===== config.mk =====
export PLATFORM = sky130hd
export DESIGN_NAME = wave_seq_player
export DESIGN_NICKNAME = d
export VERILOG_FILES = /design/src/rtl/wsp_pkg.sv /design/src/rtl/wsp_entry_check.sv /design/src/rtl/wsp_marker_pulse.sv /design/src/rtl/wave_seq_player.sv
export SDC_FILE = /design/constraint.sdc
export NUM_CORES = 1
export LEC_CHECK = 0
export BUFFER_PORTS_ARGS = -buffer_cell sky130_fd_sc_hd__buf_2
export CAP_MARGIN = 0
export CORE_MARGIN = 2
export CORE_UTILIZATION = 57
export DETAILED_ROUTE_END_ITERATION = 6
export PLACE_DENSITY = 0.81
export SYNTH_ARGS = -nofsm -noshare
export SYNTH_HDL_FRONTEND = slang
export SYNTH_SLANG_ARGS = --single-unit

===== constraint.sdc =====
create_clock -name clk -period 3.2 [get_ports clk]
set_input_delay 0.32 -clock clk [delete_from_list [all_inputs] [get_ports clk]]
set_output_delay 0.32 -clock clk [all_outputs]
set_load 0.03 [all_outputs]

===== src/rtl/wsp_pkg.sv =====
package wsp_pkg;

    typedef enum logic [2:0] {
        ST_IDLE,
        ST_LOAD,
        ST_PLAY,
        ST_WAIT,
        ST_ERR
    } wsp_state_e;

    typedef enum logic [1:0] {
        TM_SINGLE = 2'd0,
        TM_CONT   = 2'd1,
        TM_STEP   = 2'd2,
        TM_BURST  = 2'd3
    } wsp_trig_e;

endpackage


===== src/rtl/wsp_entry_check.sv =====
module wsp_entry_check #(
    parameter int LEN_W   = 16,
    parameter int LOOP_W  = 24,
    parameter int MIN_LEN = 16
) (
    input  logic [LEN_W-1:0]  len,
    input  logic [LOOP_W-1:0] loops,
    input  logic [LEN_W-1:0]  mark,
    input  logic              mark_en,
    input  logic              burst,
    output logic              legal
);
    logic bad_quantum;
    logic bad_short;
    logic bad_loops;
    logic bad_mark;

    always_comb begin
        bad_quantum = (len[1:0] != 2'b00);
        bad_short   = (len < LEN_W'(MIN_LEN));
        bad_loops   = !burst && (loops == '0);
        bad_mark    = mark_en && ((mark[1:0] != 2'b00) || (mark >= len));
        legal       = !(bad_quantum || bad_short || bad_loops || bad_mark);
    end

endmodule


===== src/rtl/wsp_marker_pulse.sv =====
module wsp_marker_pulse #(
    parameter int MARK_HOLD = 16
) (
    input  logic clk,
    input  logic rst_n,
    input  logic fire,
    output logic marker
);
    localparam int CW = $clog2(MARK_HOLD + 1);

    logic [CW-1:0] cnt_d, cnt_q;

    always_comb begin
        if (fire) begin
            cnt_d = CW'(MARK_HOLD);
        end else if (cnt_q != '0) begin
            cnt_d = cnt_q - CW'(1);
        end else begin
            cnt_d = cnt_q;
        end
    end

    always_ff @(posedge clk or negedge rst_n) begin
        if (!rst_n) begin
            cnt_q <= '0;
        end else begin
            cnt_q <= cnt_d;
        end
    end

    assign marker = (cnt_q != '0);

endmodule


===== src/rtl/wave_seq_player.sv =====
module wave_seq_player
    import wsp_pkg::*;
#(
    parameter int ADDR_W    = 16,
    parameter int LEN_W     = 16,
    parameter int LOOP_W    = 24,
    parameter int IDX_W     = 3,
    parameter int MIN_LEN   = 16,
    parameter int MARK_HOLD = 16
) (
    input  logic              clk,
    input  logic              rst_n,
    input  logic              start,
    input  logic              seq_mode,
    input  logic [1:0]        trig_mode,
    input  logic [IDX_W-1:0]  wave_sel,
    input  logic [IDX_W-1:0]  last_idx,
    output logic [IDX_W-1:0]  tbl_idx,
    input  logic [ADDR_W-1:0] tbl_start,
    input  logic [LEN_W-1:0]  tbl_len,
    input  logic [LOOP_W-1:0] tbl_loops,
    input  logic [LEN_W-1:0]  tbl_mark,
    input  logic              tbl_mark_en,
    output logic              rd_en,
    output logic [ADDR_W-1:0] rd_addr,
    output logic              marker,
    output logic              busy,
    output logic              error
);
    localparam int WRD_W = LEN_W - 2;

    typedef struct packed {
        wsp_state_e        st;
        logic [IDX_W-1:0]  idx;
        logic [ADDR_W-1:0] base;
        logic [WRD_W-1:0]  wlast;
        logic [WRD_W-1:0]  word;
        logic [WRD_W-1:0]  mword;
        logic              mken;
        logic [LOOP_W-1:0] left;
        logic              pend;
    } regs_t;

    regs_t r_d, r_q;

    wsp_trig_e        tmode;
    logic             burst;
    logic             legal;
    logic             fire;
    logic             pass_end;
    logic             advance;
    logic [IDX_W-1:0] first_idx;
    logic [IDX_W-1:0] end_idx;

    assign tmode     = wsp_trig_e'(trig_mode);
    assign burst     = (tmode == TM_BURST);
    assign first_idx = seq_mode ? '0 : wave_sel;
    assign end_idx   = seq_mode ? last_idx : wave_sel;
    assign tbl_idx   = r_q.idx;

    wsp_entry_check #(
        .LEN_W  (LEN_W),
        .LOOP_W (LOOP_W),
        .MIN_LEN(MIN_LEN)
    ) u_check (
        .len    (tbl_len),
        .loops  (tbl_loops),
        .mark   (tbl_mark),
        .mark_en(tbl_mark_en),
        .burst  (burst),
        .legal  (legal)
    );

    always_comb begin
        r_d      = r_q;
        fire     = 1'b0;
        pass_end = 1'b0;
        advance  = 1'b0;

        case (r_q.st)
            ST_IDLE: begin
                if (start) begin
                    r_d.idx = first_idx;
                    r_d.st  = ST_LOAD;
                end
            end

            ST_LOAD: begin
                if (!legal) begin
                    r_d.st = ST_ERR;
                end else begin
                    r_d.base  = tbl_start;
                    r_d.wlast = tbl_len[LEN_W-1:2] - WRD_W'(1);
                    r_d.word  = '0;
                    r_d.mword = tbl_mark[LEN_W-1:2];
                    r_d.mken  = tbl_mark_en;
                    r_d.left  = tbl_loops;
                    r_d.pend  = 1'b0;
                    r_d.st    = ST_PLAY;
                end
            end

            ST_PLAY: begin
                fire     = r_q.mken && (r_q.word == r_q.mword);
                pass_end = (r_q.word == r_q.wlast);
                if (burst && start) begin
                    r_d.pend = 1'b1;
                end
                if (burst) begin
                    advance = pass_end && (r_q.pend || start);
                end else begin
                    advance = pass_end && (r_q.left == LOOP_W'(1));
                end

                if (advance) begin
                    r_d.pend = 1'b0;
                    if (r_q.idx == end_idx) begin
                        if (tmode == TM_SINGLE || tmode == TM_STEP) begin
                            r_d.st = ST_IDLE;
                        end else begin
                            r_d.idx = first_idx;
                            r_d.st  = ST_LOAD;
                        end
                    end else begin
                        r_d.idx = r_q.idx + IDX_W'(1);
                        r_d.st  = (tmode == TM_STEP) ? ST_WAIT : ST_LOAD;
                    end
                end else if (pass_end) begin
                    r_d.word = '0;
                    if (!burst) begin
                        r_d.left = r_q.left - LOOP_W'(1);
                    end
                end else begin
                    r_d.word = r_q.word + WRD_W'(1);
                end
            end

            ST_WAIT: begin
                if (start) begin
                    r_d.st = ST_LOAD;
                end
            end

            ST_ERR: begin
                r_d.st = ST_ERR;
            end

            default: begin
                r_d.st = ST_IDLE;
            end
        endcase
    end

    always_ff @(posedge clk or negedge rst_n) begin
        if (!rst_n) begin
            r_q <= '{st: ST_IDLE, default: '0};
        end else begin
            r_q <= r_d;
        end
    end

    wsp_marker_pulse #(
        .MARK_HOLD(MARK_HOLD)
    ) u_mark (
        .clk   (clk),
        .rst_n (rst_n),
        .fire  (fire),
        .marker(marker)
    );

    assign rd_en   = (r_q.st == ST_PLAY);
    assign rd_addr = r_q.base + ADDR_W'(r_q.word);
    assign busy    = (r_q.st != ST_IDLE) && (r_q.st != ST_ERR);
    assign error   = (r_q.st == ST_ERR);

endmodule


# After elaboration in Yosys (flattened, before gate mapping)
# Index checks and enable logic that the tools add are counted.
[totals]
regBits = 95
input_bits = 85
output_inout_bits = 23
[op_classes]
add_sub_neg = 6
n_lt_le_gt_ge = 2
eq_ne = 20
mux = 27
n_bitwise = 1
n_reduce_logical = 30
[ops]
columns = ["operator", "n"]
rows = [
  ["24-bit 2-to-1 mux", 3],
  ["54-bit 2-to-1 mux", 1],
  ["25-bit one-hot mux with 2 select lines", 1],
  ["14-bit equality test", 2],
  ["14-bit 2-to-1 mux", 2],
  ["14-bit one-hot mux with 2 select lines", 1],
  ["24-bit by 1-bit equality test with 1-bit output, second input constant", 1],
  ["24-bit zero test", 1],
  ["24-bit by 1-bit subtractor with 24-bit output, second input constant", 1],
  ["16-bit by 14-bit adder with 16-bit output", 1],
  ["16-bit >= comparator", 1],
  ["16-bit by 5-bit < comparator with 1-bit output, second input constant", 1],
  ["3-bit 2-to-1 mux", 5],
  ["5-bit 2-to-1 mux", 3],
  ["3-bit one-hot mux with 5 select lines", 1],
  ["14-bit by 1-bit adder with 14-bit output, second input constant", 1],
  ["14-bit by 1-bit subtractor with 14-bit output, second input constant", 1],
  ["6-bit 2-to-1 mux", 2],
  ["2-bit inequality test, second input constant", 5],
  ["2-bit nonzero test", 5],
  ["3-bit AND reduction", 3],
  ["1-bit logical AND", 7],
  ["3-bit by 2-bit equality test with 1-bit output, second input constant", 2],
  ["1-bit logical OR", 6],
  ["21 further kinds", 29],
]

# Depth between registers and ports, before layout
[logic_depth]
word_depth = 7
depth_mapped = 12

# By module
# From an unflattened synthesis, not the netlist that was laid out.
[hier_totals]
hier_cells = 776
hier_area_um2 = 6538.8
[by_module_without_submodules]
columns = ["module", "instances", "cells_per_inst", "area_per_inst_um2", "seq_area_each_um2"]
rows = [
  ["wave_seq_player", 1, 678, 5791.8, 2252.2],
  ["wsp_entry_check", 1, 73, 485.5, 0.0],
  ["wsp_marker_pulse", 1, 25, 261.5, 125.1],
]

# Worst setup path after synthesis
# OpenSTA, ideal clock, no wires.
[synth_timing]
path_kind = "register -> output"
startpoint = "register r_q[40] in the netlist's numbering"
endpoint = "output port rd_addr[14]"
arrival_ns = 2.689
path_slack_ns = 0.191
path_stages_with_launch = 12
path_cell_list = "dfrtp_1 > ha_1 > inv_1 > fa_1 > nor2b_1 > o21ai_0 > a21boi_0 > o211ai_1 > a31oi_1 > a21o_1 > a21oi_1 > xnor2_1"
[synth_via]
elab_chain_cells = 1
[synth_lines]
columns = ["item", "line", "rtl"]
rows = [
  ["start: declaration", "wave_seq_player.sv:44", "regs_t r_d, r_q;"],
  ["start signal: assignment", "wave_seq_player.sv:158", "r_q <= r_d;"],
  ["16-bit by 14-bit adder with 16-bit output", "wave_seq_player.sv:172", "assign rd_addr = r_q.base + ADDR_W'(r_q.word);"],
  ["end: declaration", "wave_seq_player.sv:25", "output logic [ADDR_W-1:0] rd_addr,"],
]
# No other way between the ends.

# Worst setup path after layout
# Ends and elaborated chain as after synthesis.

==> impl_metrics.yaml <==
worst_setup_path:
  critPathCapture: "rd_addr[14]"
  required_ns: 2.88
  ff2ff_path_depth: 10
  path_cells: "ha_4 > inv_1 > fa_2 > nor2b_2 > o21ai_2 > a21boi_2 > o211ai_1 > a31oi_2 > a21o_1 > a21oi_1 > xnor2_1 > buf_4"
  r2r_end: "tbl_idx[0]"
  critPathArrivalTime_ns: 2.76
  end_kind: "primary output"
  rrSetupSlack_ns: 0.23
  cpPeakStageDelay_ns: 0.45
  critical_path.max_fanout: 2
  cp_slowest_cell: "dfrtp_1"
  cp_num_buf_inv: 2
  cpLargestDelayFamily: "compound AO/OA/AOI/OAI gates"
  critPathKind: "flip-flop to primary output"
  startpoint: "r_q[40]"
  crit_path_start_kind: "flip-flop"
  rr_startpoint: "r_q[40]"
  crit_cells: 12
synth:
  syn_nets: 831
  synth_top_area_share: 0.372
  synth_warnings: 0
  synth_top_cell_by_area: "dfrtp_1"
  ys_ff_latch: 95
  synth_cell_types: 67
  syn_area_per_cell_um2: 9.03
  syn_area_um2: 6400
  synth_edf_count: 0
  ys_top_cells_by_area: "dfrtp_1, xnor2_1, ha_1"
  seq_area_frac_synth: 0.372
  ys.flop_type: "dfrtp_1"
  async_flop_share: 1.00
  syn_inst: 708
global_route:
  antenna_found_initial: 0
  grt_util_all_layers: 0.276
  overflow: 0
  grt_pass1_vias: 5511
  grt_pass1_wl_mm: 26.1
  grt_max_degree: 76
layout:
  drive_above_1_share: 0.251
  most-common-layout-cells: "buf_2, dfrtp_1, nor2_1"
  nNetsFinal: 943
  final_area_um2: 7400
  layout_commonest_cell: "buf_2"
  syn_to_final_growth_pct: 15.7
  fillerInstances: 897
  n_antenna_cell: 0
die:
  die_w_um: 110
  pin_count: 108
  rows: 38
  die_h_um: 110
  core-area_um2: 10900
  start_util: 0.587
  die_area_um2: 12100
placed_design:
  gp_congestion: 0.941
  place_hpwl_mm: 12.2
  placed_area_um2: 7150
  dpl_worst_slack_ns: 0.190
  numPortBuffers: 107
cts:
  clock_latency_ns: 0.37
  htreeDepth: 3
  cts_made_buffers: 9
  cts_hold_repair.buffers: 0
  cts.sinks: 95
  clkTransAtPathRegs_ns: 0.10
  root_buffer: "clkbuf_8"
  tritoncts: "built"
  clockBufferDepth: 2
timing:
  setup_viol: 0
  slew_viol_final: 0
  fin_ws_ns: 0.118
  slew-limit-headroom: 0.302
  fmax_ghz: 0.324
  skew_ns: 0.0155
  worst_pin_slew_ns: 1.03
  period_minus_slack_ns: 3.08
  finalHoldViolCount: 0
  period_share: 0.963
detailed_routing:
  drt_iter0_drc: 339
  ant_nets: 0
  vias: 5713
  drc: 0
  vias_per_cell: 5.92
  wl_per_cell_um: 16.6
  first_pass_iters: 6
  routed_wl_mm: 16.1
status:
  status: "finished, final reports clean"
power:
  ir_worst_vdd_mv: 0.461
  leakage_nw: 3.35
  powerDensity_nw_per_um2: 754
flow_run:
  drv_cap: 0
min_path:
  hold_class: "input pin to asynchronous set/reset pin"
==> routing by layer <==
layer  GRT usage  up-vias  part of all wire
met1       0.380     2725              0.46
met4      0.0805        0             0.018
met2       0.450      205              0.47
met3      0.0445       28             0.055
met5           0        -                 0
li1            -     2755                 -
==> layout make-up <==
type	instances	area, um^2	area share
clock inverters	7	47.5	0.00642
clock buffers	9	124	0.0167
inverters	35	131	0.0178
flip-flops and latches	95	2380	0.321
well taps	140	175	0.0237
multi-input cells	547	3780	0.510
repair buffers	132	768	0.104
==> cell families after synthesis <==
group / after synthesis / share of synthesized area
XOR/XNOR: 57 / 0.0792
multiplexers: 37 / 0.0642
AO/OA/AOI/OAI: 182 / 0.170
buffers and inverters: 66 / 0.0483
flip-flops: 95 / 0.372
adder cells (fa/ha/maj): 38 / 0.0755
AND/OR/NAND/NOR: 233 / 0.191
==> synth_stat cells (9+ instances only) <==
library cell / number
nand4_1: 12
nor4_1: 12
nor3_1: 20
o21a_1: 10
dfrtp_1: 95
xnor2_1: 53
mux2_2: 32
nor2_1: 74
nand3_1: 16
o21ai_0: 61
a21oi_1: 62
inv_1: 34
nor2b_1: 9
nand2_1: 39
buf_2: 13
clkbuf_1: 10
ha_1: 37
==> per-stage QoR <==
| stage | TNS (ns) | util | hold slack (ns) | instances | power [mW] |
|---|---|---|---|---|---|
| final | 0 | 0.680 | 0.0680 | 965 | 5.58 |
| after global routing | -0.0367 | 0.680 | 0.134 | 965 | 5.97 |
| after CTS | -0.00533 | 0.674 | 0.129 | 964 | 5.54 |
| after detailed placement | 0 | 0.656 | 0.502 | 947 | 4.80 |
| after global placement | 0 | 0.656 | 0.482 | 947 | 4.63 |
| after floorplan | 0 | - | 0.0244 | 708 | 4.07 |
==> how the worst min path moves through the flow <==
stage,from,end,slack [ns],cells after the start
CTS,rst_n,r_q[16],0.13,1
finish,rst_n,r_q[8],0.07,1
floorplan,rst_n,r_q[0],0.02,0
global placement,r_q[0],r_q[0],0.48,1
global route,tbl_start[1],r_q[69],0.13,3
detailed placement,r_q[80],r_q[80],0.50,1
==> report_power, final <==
group | leakage [nW] | switching [mW] | total (mW) | internal [mW]
registers | 1.21 | 0.496 | 2.20 | 1.71
clock network | 0.0854 | 0.442 | 0.725 | 0.282
logic | 2.06 | 1.50 | 2.65 | 1.15
total | 3.35 | 2.43 | 5.58 | 3.14
==> flip-flops by register name, indices dropped and copies added (netlist names) <==
name          flops
u_mark.cnt_q      5
tbl_idx           3
r_q              87
==> timing repair <==
item / CTS / global route
endpoints found under the setup margin: 3 / 5
resized for setup: 6 / 12
pin swaps: 2 / 3
endpoints found under the hold margin: 0 / 0
buffers inserted: 1 / 1
Note: power is estimated with default switching activity, not from simulation.
